--- src/rtl/cdir_pkg.sv ---
package cdir_pkg;
  localparam int WAYS = 2;

  typedef enum logic [1:0] {
    OP_LOOKUP = 2'd0,
    OP_FILL   = 2'd1,
    OP_INVAL  = 2'd2,
    OP_FLUSH  = 2'd3
  } cdir_op_e;

  typedef enum logic [1:0] {
    ST_SWEEP = 2'd0,
    ST_IDLE  = 2'd1,
    ST_WALK  = 2'd2
  } cdir_state_e;
endpackage

--- src/rtl/cdir_match.sv ---
module cdir_match
  import cdir_pkg::*;
#(
  parameter int TAG_W = 6
) (
  input  logic [WAYS-1:0][TAG_W-1:0] way_tag,
  input  logic [WAYS-1:0]            way_vld,
  input  logic [TAG_W-1:0]           look_tag,
  output logic [WAYS-1:0]            hit_vec
);
  for (genvar w = 0; w < WAYS; w++) begin : g_way
    assign hit_vec[w] = way_vld[w] && (way_tag[w] == look_tag);
  end
endmodule

--- src/rtl/cdir_victim.sv ---
module cdir_victim
  import cdir_pkg::*;
(
  input  logic [WAYS-1:0] way_vld,
  input  logic            lru_bit,
  output logic            victim
);
  always_comb begin
    if (!way_vld[0])      victim = 1'b0;
    else if (!way_vld[1]) victim = 1'b1;
    else                  victim = lru_bit;
  end
endmodule

--- src/rtl/cdir_ctrl.sv ---
module cdir_ctrl
  import cdir_pkg::*;
#(
  parameter int IDX_W = 2
) (
  input  logic             clk,
  input  logic             rst_n,
  input  logic             flush_start,
  input  logic             cur_dirty,
  input  logic             wb_ready,
  output logic             busy,
  output logic             sweeping,
  output logic             walking,
  output logic [IDX_W-1:0] cnt_idx,
  output logic             cnt_way
);
  localparam int CW = IDX_W + 1;

  cdir_state_e   state_q, state_d;
  logic [CW-1:0] cnt_q, cnt_d;
  logic          step;

  assign sweeping = (state_q == ST_SWEEP);
  assign walking  = (state_q == ST_WALK);
  assign busy     = (state_q != ST_IDLE);
  assign cnt_idx  = cnt_q[CW-1:1];
  assign cnt_way  = cnt_q[0];
  assign step     = walking && (!cur_dirty || wb_ready);

  always_comb begin
    state_d = state_q;
    cnt_d   = cnt_q;
    case (state_q)
      ST_SWEEP: begin
        cnt_d = cnt_q + CW'(2);
        if (&cnt_q[CW-1:1]) begin
          state_d = ST_IDLE;
          cnt_d   = '0;
        end
      end
      ST_IDLE: begin
        if (flush_start) begin
          state_d = ST_WALK;
          cnt_d   = '0;
        end
      end
      ST_WALK: begin
        if (step) begin
          cnt_d = cnt_q + CW'(1);
          if (&cnt_q) begin
            state_d = ST_IDLE;
            cnt_d   = '0;
          end
        end
      end
      default: begin
        state_d = ST_IDLE;
        cnt_d   = '0;
      end
    endcase
  end

  always_ff @(posedge clk or negedge rst_n) begin
    if (!rst_n) begin
      state_q <= ST_SWEEP;
      cnt_q   <= '0;
    end else begin
      state_q <= state_d;
      cnt_q   <= cnt_d;
    end
  end

  // a pending write-back freezes the walk position
  p_wb_hold_r9: assert property (@(posedge clk) disable iff (!rst_n)
    (walking && cur_dirty && !wb_ready) |=> (walking && $stable(cnt_q)));
endmodule

--- src/rtl/cache_dir2w.sv ---
module cache_dir2w
  import cdir_pkg::*;
#(
  parameter int ADDR_W     = 12,
  parameter int LINE_BYTES = 16,
  parameter int SETS       = 4
) (
  input  logic              clk,
  input  logic              rst_n,
  input  logic              req_valid,
  input  logic [1:0]        req_op,
  input  logic [ADDR_W-1:0] req_addr,
  input  logic              req_write,
  output logic              busy,
  output logic              rsp_valid,
  output logic              rsp_hit,
  output logic              rsp_way,
  output logic              wb_valid,
  output logic [ADDR_W-1:0] wb_addr,
  input  logic              wb_ready
);
  localparam int OFFS_W = $clog2(LINE_BYTES);
  localparam int IDX_W  = $clog2(SETS);
  localparam int TAG_W  = ADDR_W - IDX_W - OFFS_W;

  logic [TAG_W-1:0] tag_q [SETS][WAYS];
  logic [WAYS-1:0]  vld_q [SETS];
  logic [WAYS-1:0]  dty_q [SETS];
  logic             lru_q [SETS];

  logic [TAG_W-1:0]            req_tag;
  logic [IDX_W-1:0]            req_idx;
  logic [WAYS-1:0][TAG_W-1:0]  set_tag;
  logic [WAYS-1:0]             hit_vec;
  logic                        hit, hit_way, vic_way, fill_way;
  logic                        accept, flush_start, sweeping, walking;
  logic [IDX_W-1:0]            cnt_idx;
  logic                        cnt_way, cur_dirty;
  cdir_op_e                    op;
  logic                        rsp_valid_d, rsp_hit_d, rsp_way_d;
  logic                        unused_offset;

  assign req_tag       = req_addr[ADDR_W-1 -: TAG_W];
  assign req_idx       = req_addr[OFFS_W +: IDX_W];
  assign unused_offset = ^req_addr[OFFS_W-1:0];
  assign op            = cdir_op_e'(req_op);
  assign accept        = req_valid && !busy;
  assign flush_start   = accept && (op == OP_FLUSH);

  for (genvar w = 0; w < WAYS; w++) begin : g_set_tag
    assign set_tag[w] = tag_q[req_idx][w];
  end

  cdir_match #(.TAG_W(TAG_W)) u_match (
    .way_tag (set_tag),
    .way_vld (vld_q[req_idx]),
    .look_tag(req_tag),
    .hit_vec (hit_vec)
  );

  cdir_victim u_victim (
    .way_vld(vld_q[req_idx]),
    .lru_bit(lru_q[req_idx]),
    .victim (vic_way)
  );

  assign hit      = |hit_vec;
  assign hit_way  = hit_vec[1];
  assign fill_way = hit ? hit_way : vic_way;

  assign cur_dirty = dty_q[cnt_idx][cnt_way];
  assign wb_valid  = walking && cur_dirty;
  assign wb_addr   = {tag_q[cnt_idx][cnt_way], cnt_idx, {OFFS_W{1'b0}}};

  cdir_ctrl #(.IDX_W(IDX_W)) u_ctrl (
    .clk        (clk),
    .rst_n      (rst_n),
    .flush_start(flush_start),
    .cur_dirty  (cur_dirty),
    .wb_ready   (wb_ready),
    .busy       (busy),
    .sweeping   (sweeping),
    .walking    (walking),
    .cnt_idx    (cnt_idx),
    .cnt_way    (cnt_way)
  );

  // Directory storage: cleared by the post-reset sweep, not by reset
  always_ff @(posedge clk) begin
    if (sweeping) begin
      vld_q[cnt_idx] <= '0;
      dty_q[cnt_idx] <= '0;
      lru_q[cnt_idx] <= 1'b0;
    end else if (accept) begin
      case (op)
        OP_LOOKUP: begin
          if (hit) begin
            lru_q[req_idx] <= ~hit_way;
            if (req_write) dty_q[req_idx][hit_way] <= 1'b1;
          end
        end
        OP_FILL: begin
          tag_q[req_idx][fill_way] <= req_tag;
          vld_q[req_idx][fill_way] <= 1'b1;
          dty_q[req_idx][fill_way] <= req_write;
          lru_q[req_idx]           <= ~fill_way;
        end
        OP_INVAL: begin
          if (hit) begin
            vld_q[req_idx][hit_way] <= 1'b0;
            dty_q[req_idx][hit_way] <= 1'b0;
          end
        end
        default: ;
      endcase
    end else if (wb_valid && wb_ready) begin
      dty_q[cnt_idx][cnt_way] <= 1'b0;
    end
  end

  always_comb begin
    rsp_valid_d = accept && (op != OP_FLUSH);
    rsp_hit_d   = hit;
    case (op)
      OP_LOOKUP: rsp_way_d = hit ? hit_way : vic_way;
      OP_FILL:   rsp_way_d = fill_way;
      default:   rsp_way_d = hit_way;
    endcase
  end

  always_ff @(posedge clk or negedge rst_n) begin
    if (!rst_n) begin
      rsp_valid <= 1'b0;
      rsp_hit   <= 1'b0;
      rsp_way   <= 1'b0;
    end else begin
      rsp_valid <= rsp_valid_d;
      if (rsp_valid_d) begin
        rsp_hit <= rsp_hit_d;
        rsp_way <= rsp_way_d;
      end
    end
  end

  // a response only follows an accepted non-flush request
  p_rsp_follows_accept_r3: assert property (@(posedge clk) disable iff (!rst_n)
    rsp_valid |-> $past(req_valid && !busy && (req_op != 2'd3)));

  // at most one way of a set may match a tag
  p_hit_onehot_r3: assert property (@(posedge clk) disable iff (!rst_n)
    !busy |-> $onehot0(hit_vec));

  // the way chosen for a fill is valid afterwards
  p_fill_valid_r6: assert property (@(posedge clk) disable iff (!rst_n)
    (accept && (op == OP_FILL)) |=> vld_q[$past(req_idx)][$past(fill_way)]);

  // write-back requests only appear while busy
  p_wb_when_busy_r9: assert property (@(posedge clk) disable iff (!rst_n)
    wb_valid |-> (busy && !rsp_valid_d));
endmodule

--- config.mk ---
export PLATFORM = sky130hd
export DESIGN_NAME = cache_dir2w
export DESIGN_NICKNAME = d
export VERILOG_FILES = /design/src/rtl/cdir_pkg.sv /design/src/rtl/cdir_match.sv /design/src/rtl/cdir_victim.sv /design/src/rtl/cdir_ctrl.sv /design/src/rtl/cache_dir2w.sv
export SDC_FILE = /design/constraint.sdc
export NUM_CORES = 1
export LEC_CHECK = 0
export BUFFER_PORTS_ARGS = -buffer_cell sky130_fd_sc_hd__buf_2
export CORE_AREA = 2 2 128 130
export DETAILED_ROUTE_END_ITERATION = 6
export DIE_AREA = 0 0 130 132
export SKIP_CTS_REPAIR_TIMING = 1
export SKIP_LAST_GASP = 1
export SLEW_MARGIN = 20
export SYNTH_ARGS = -nofsm -noshare
export SYNTH_HDL_FRONTEND = slang
export SYNTH_SLANG_ARGS = --single-unit
--- constraint.sdc ---
create_clock -name clk -period 6.2 [get_ports clk]
set_input_delay 0.62 -clock clk [delete_from_list [all_inputs] [get_ports clk]]
set_output_delay 0.62 -clock clk [all_outputs]
set_load 0.03 [all_outputs]
==> results.sh <==
export IMPL_io_buffer_count=27
export IMPL_power_density_nw_per_um2=382
export IMPL_synth_simple_area_share=0.0995
export IMPL_slew_headroom=0.264
export IMPL_p_sw_frac=0.351
export IMPL_final_util=0.303
export IMPL_rsz0062_at_grt="false"
export IMPL_grt_pass1_wl_um=14400
export IMPL_fp_dieH_um=132
export IMPL_synth_area_um2=4160
export IMPL_cts_buffers_inserted=9
export IMPL_crit_type="primary input to flop"
export IMPL_antenna_found_initial=0
export IMPL_grt_total_usage=0.110
export IMPL_grt_overflow=0
export IMPL_crit_arrival_ns=4.08
export IMPL_drc=0
export IMPL_clkSinkCount=76
export IMPL_crit_path_max_fanout=31
export IMPL_clkPwrFrac=0.287
export IMPL_maxSlewViolCount=0
export IMPL_rr_startpoint="tag_q[3][2]"
export IMPL_critPathLaunchType="primary input"
export IMPL_cts_root_buf="clkbuf_16"
export IMPL_clk_path_buf_depth=2
export IMPL_wire_per_inst_um=16.9
export IMPL_hp_class="primary input to asynchronous set/reset pin"
export IMPL_synth_distinct_cells=57
export IMPL_fmax_mhz=242
export IMPL_leakagePower_nw=1.57
export IMPL_comb_power_share=0.352
export IMPL_synth_top_family_by_area="multiplexers"
export IMPL_cp_data_required_time_ns=6.15
export IMPL_syn_mean_instance_area_um2=14.0
export IMPL_setup_worst_path_end_class="flop"
export IMPL_tightest_slew_ns=1.10
export IMPL_layout_drive_gt1_share=0.282
export IMPL_coreArea_um2=15700
export IMPL_ys_seq_elements=76
export IMPL_status="finished, final reports clean"
export IMPL_first_global_vias=2683
export IMPL_syn_instance_count=297
export IMPL_switching_power_mw=0.639
export IMPL_num_rows=46
export IMPL_power_frac_seq=0.361
export IMPL_boundaryPins=36
export IMPL_place_hpwl_um=6370
export IMPL_cts_max_level=3
export IMPL_async_flop_share=0.105
export IMPL_final_nets=340
export IMPL_yosys_warnings=0
export IMPL_synth_compound_area_frac=0.103
export IMPL_synthFlopType="edfxtp_1"
export IMPL_initialDrtViolationCount=208
export IMPL_timing_final_crit_share=0.666
export IMPL_finalCriticalPeriod_ns=4.13
export IMPL_hold_violations=0
export IMPL_grt_max_degree=32
export IMPL_routed_wl_um=9100
export IMPL_drtAntennaViolNets=0
export IMPL_yosysSeqAreaShare=0.538
export IMPL_drt_pre_antenna_iters=4
export IMPL_synthXorXnorAreaFrac=0.0379
export IMPL_routabilityCongestion=0.821
export IMPL_tns_ns=0
export IMPL_antenna_cells=0
export IMPL_setup_viol=0
export IMPL_synth_edf_count=68
export IMPL_synthMuxAreaShare=0.178
export IMPL_start_util=0.265
export IMPL_dieArea_um2=17200
export IMPL_clock_latency_ns=0.33
export IMPL_viasPerCell=4.89
export IMPL_p_int_mw=1.18
export IMPL_path_clk_slew_ns=0.06
export IMPL_area_delta_synth_final_pct=14.4
export IMPL_die_x_um=130
export IMPL_maxCapViolCount=0
export IMPL_cts_tree="done"
export IMPL_synthAdderAreaFrac=0.00901
export IMPL_skew_ns=0.00775
export IMPL_via_count=2635
export IMPL_crit_start="req_addr[4]"
export IMPL_timing_reg2reg_setup_slack_ns=2.77
export IMPL_irDropWorstVdd_v=0.000236
-- power groups by stage --
stage | Combinational, mW | Clock, mW | Sequential [mW]
3_3_place_gp | 0.633 | 0 | 0.666
6_report | 0.641 | 0.522 | 0.657
3_5_place_dp | 0.645 | 0 | 0.669
2_1_floorplan | 0.472 | 0 | 0.669
5_1_grt | 0.692 | 0.553 | 0.664
4_1_cts | 0.647 | 0.535 | 0.658
-- state kept, by name (all words and copies together) (netlist names) --
signal / flops
rsp_hit: 1
vld_q: 8
u_ctrl.cnt_q: 3
u_ctrl.state_q: 2
rsp_valid: 1
lru_q: 4
rsp_way: 1
tag_q: 48
dty_q: 8
-- stage by stage --
stage | area [µm²] | setup slack (ns) | cells | power [mW] | hold WS (ns)
6_report | 4760 | 2.07 | 539 | 1.82 | 0.114
5_1_grt | 4760 | 1.80 | 539 | 1.91 | 0.122
4_1_cts | 4760 | 1.98 | 539 | 1.84 | 0.109
3_5_place_dp | 4460 | 1.63 | 523 | 1.31 | 0.465
3_3_place_gp | 4460 | 1.74 | 523 | 1.30 | 0.463
2_1_floorplan | 4180 | 2.95 | 300 | 1.14 | 0.324
-- layer usage --
layer / GRT usage / share of wire / up-vias
met3: 0.0296 / 0.045 / 11
met2: 0.177 / 0.49 / 75
met4: 0.0263 / 0.014 / 0
li1: - / - / 1216
met1: 0.148 / 0.45 / 1333
met5: 0 / 0 / -
-- logic make-up (layout without fill, tap and decap cells) --
family,Yosys count,after routing
adder cells (fa/ha/maj),3,3
flip-flops,76,76
buffers and inverters,24,47
XOR/XNOR,18,18
multiplexers,45,45
other,1,4
AND/OR/NAND/NOR,70,70
AO/OA/AOI/OAI,60,60
-- synth_stat cells, types with 4 or more instances --
master / number / area share
nand2_1: 14 / 0.013
o21ai_0: 12 / 0.014
a22oi_1: 12 / 0.022
nand3b_1: 5 / 0.0090
buf_4: 5 / 0.0090
o31ai_1: 5 / 0.0090
dfrtp_1: 8 / 0.048
xnor2_1: 16 / 0.034
a32oi_1: 4 / 0.0084
nor2b_1: 5 / 0.0075
edfxtp_1: 68 / 0.49
a21oi_1: 5 / 0.0060
buf_6: 4 / 0.011
mux4_2: 22 / 0.12
nor2_1: 16 / 0.014
nand2b_1: 4 / 0.0060
clkbuf_1: 8 / 0.0072
mux2i_1: 14 / 0.034
mux2_2: 7 / 0.019
-- critical path, cell delays in order --
cell	delay [ns]
buf_2	0.67
mux4_2	0.61
xnor2_1	0.18
nand3_1	0.23
or2_0	0.46
a21o_1	0.40
nor3_1	0.90
-- area by class of cell --
class / instances / area (µm²)
Timing Repair Buffer: 29 / 150
Sequential cell: 76 / 2240
Clock buffer: 10 / 229
Multi-Input combinational cell: 200 / 1790
Inverter: 2 / 7.51
Tap cell: 216 / 270
Fill cell: 1597 / 11000
Clock inverter: 6 / 71.3
-- placed cells by master (no fill, tap or decap), drive strengths merged, types with 5 or more instances in the layout --
cell type,Yosys,routed
xnor2,16,16
o31ai,6,6
nand2,14,14
nand3b,5,5
edfxtp,68,68
clkbuf,8,10
dfrtp,8,8
mux2i,15,15
a21oi,7,7
a22oi,13,13
nor2b,5,5
mux4,22,22
o21ai,15,15
nor3,6,6
nor2,16,16
mux2,8,8
buf,14,29
-- final timing paths --
| kind | end | cells past startpoint |
|---|---|---|
| hold reg to reg | rsp_way | 1 |
| setup / recovery | tag_q[0][5] | 7 |
| max in group asynchronous | u_ctrl.cnt_q[1] | 1 |
| hold / removal | rsp_way | 1 |
| setup reg to reg | tag_q[0][5] | 6 |
| min in group clk | rsp_way | 1 |
Note: power is estimated with default switching activity, not from simulation.
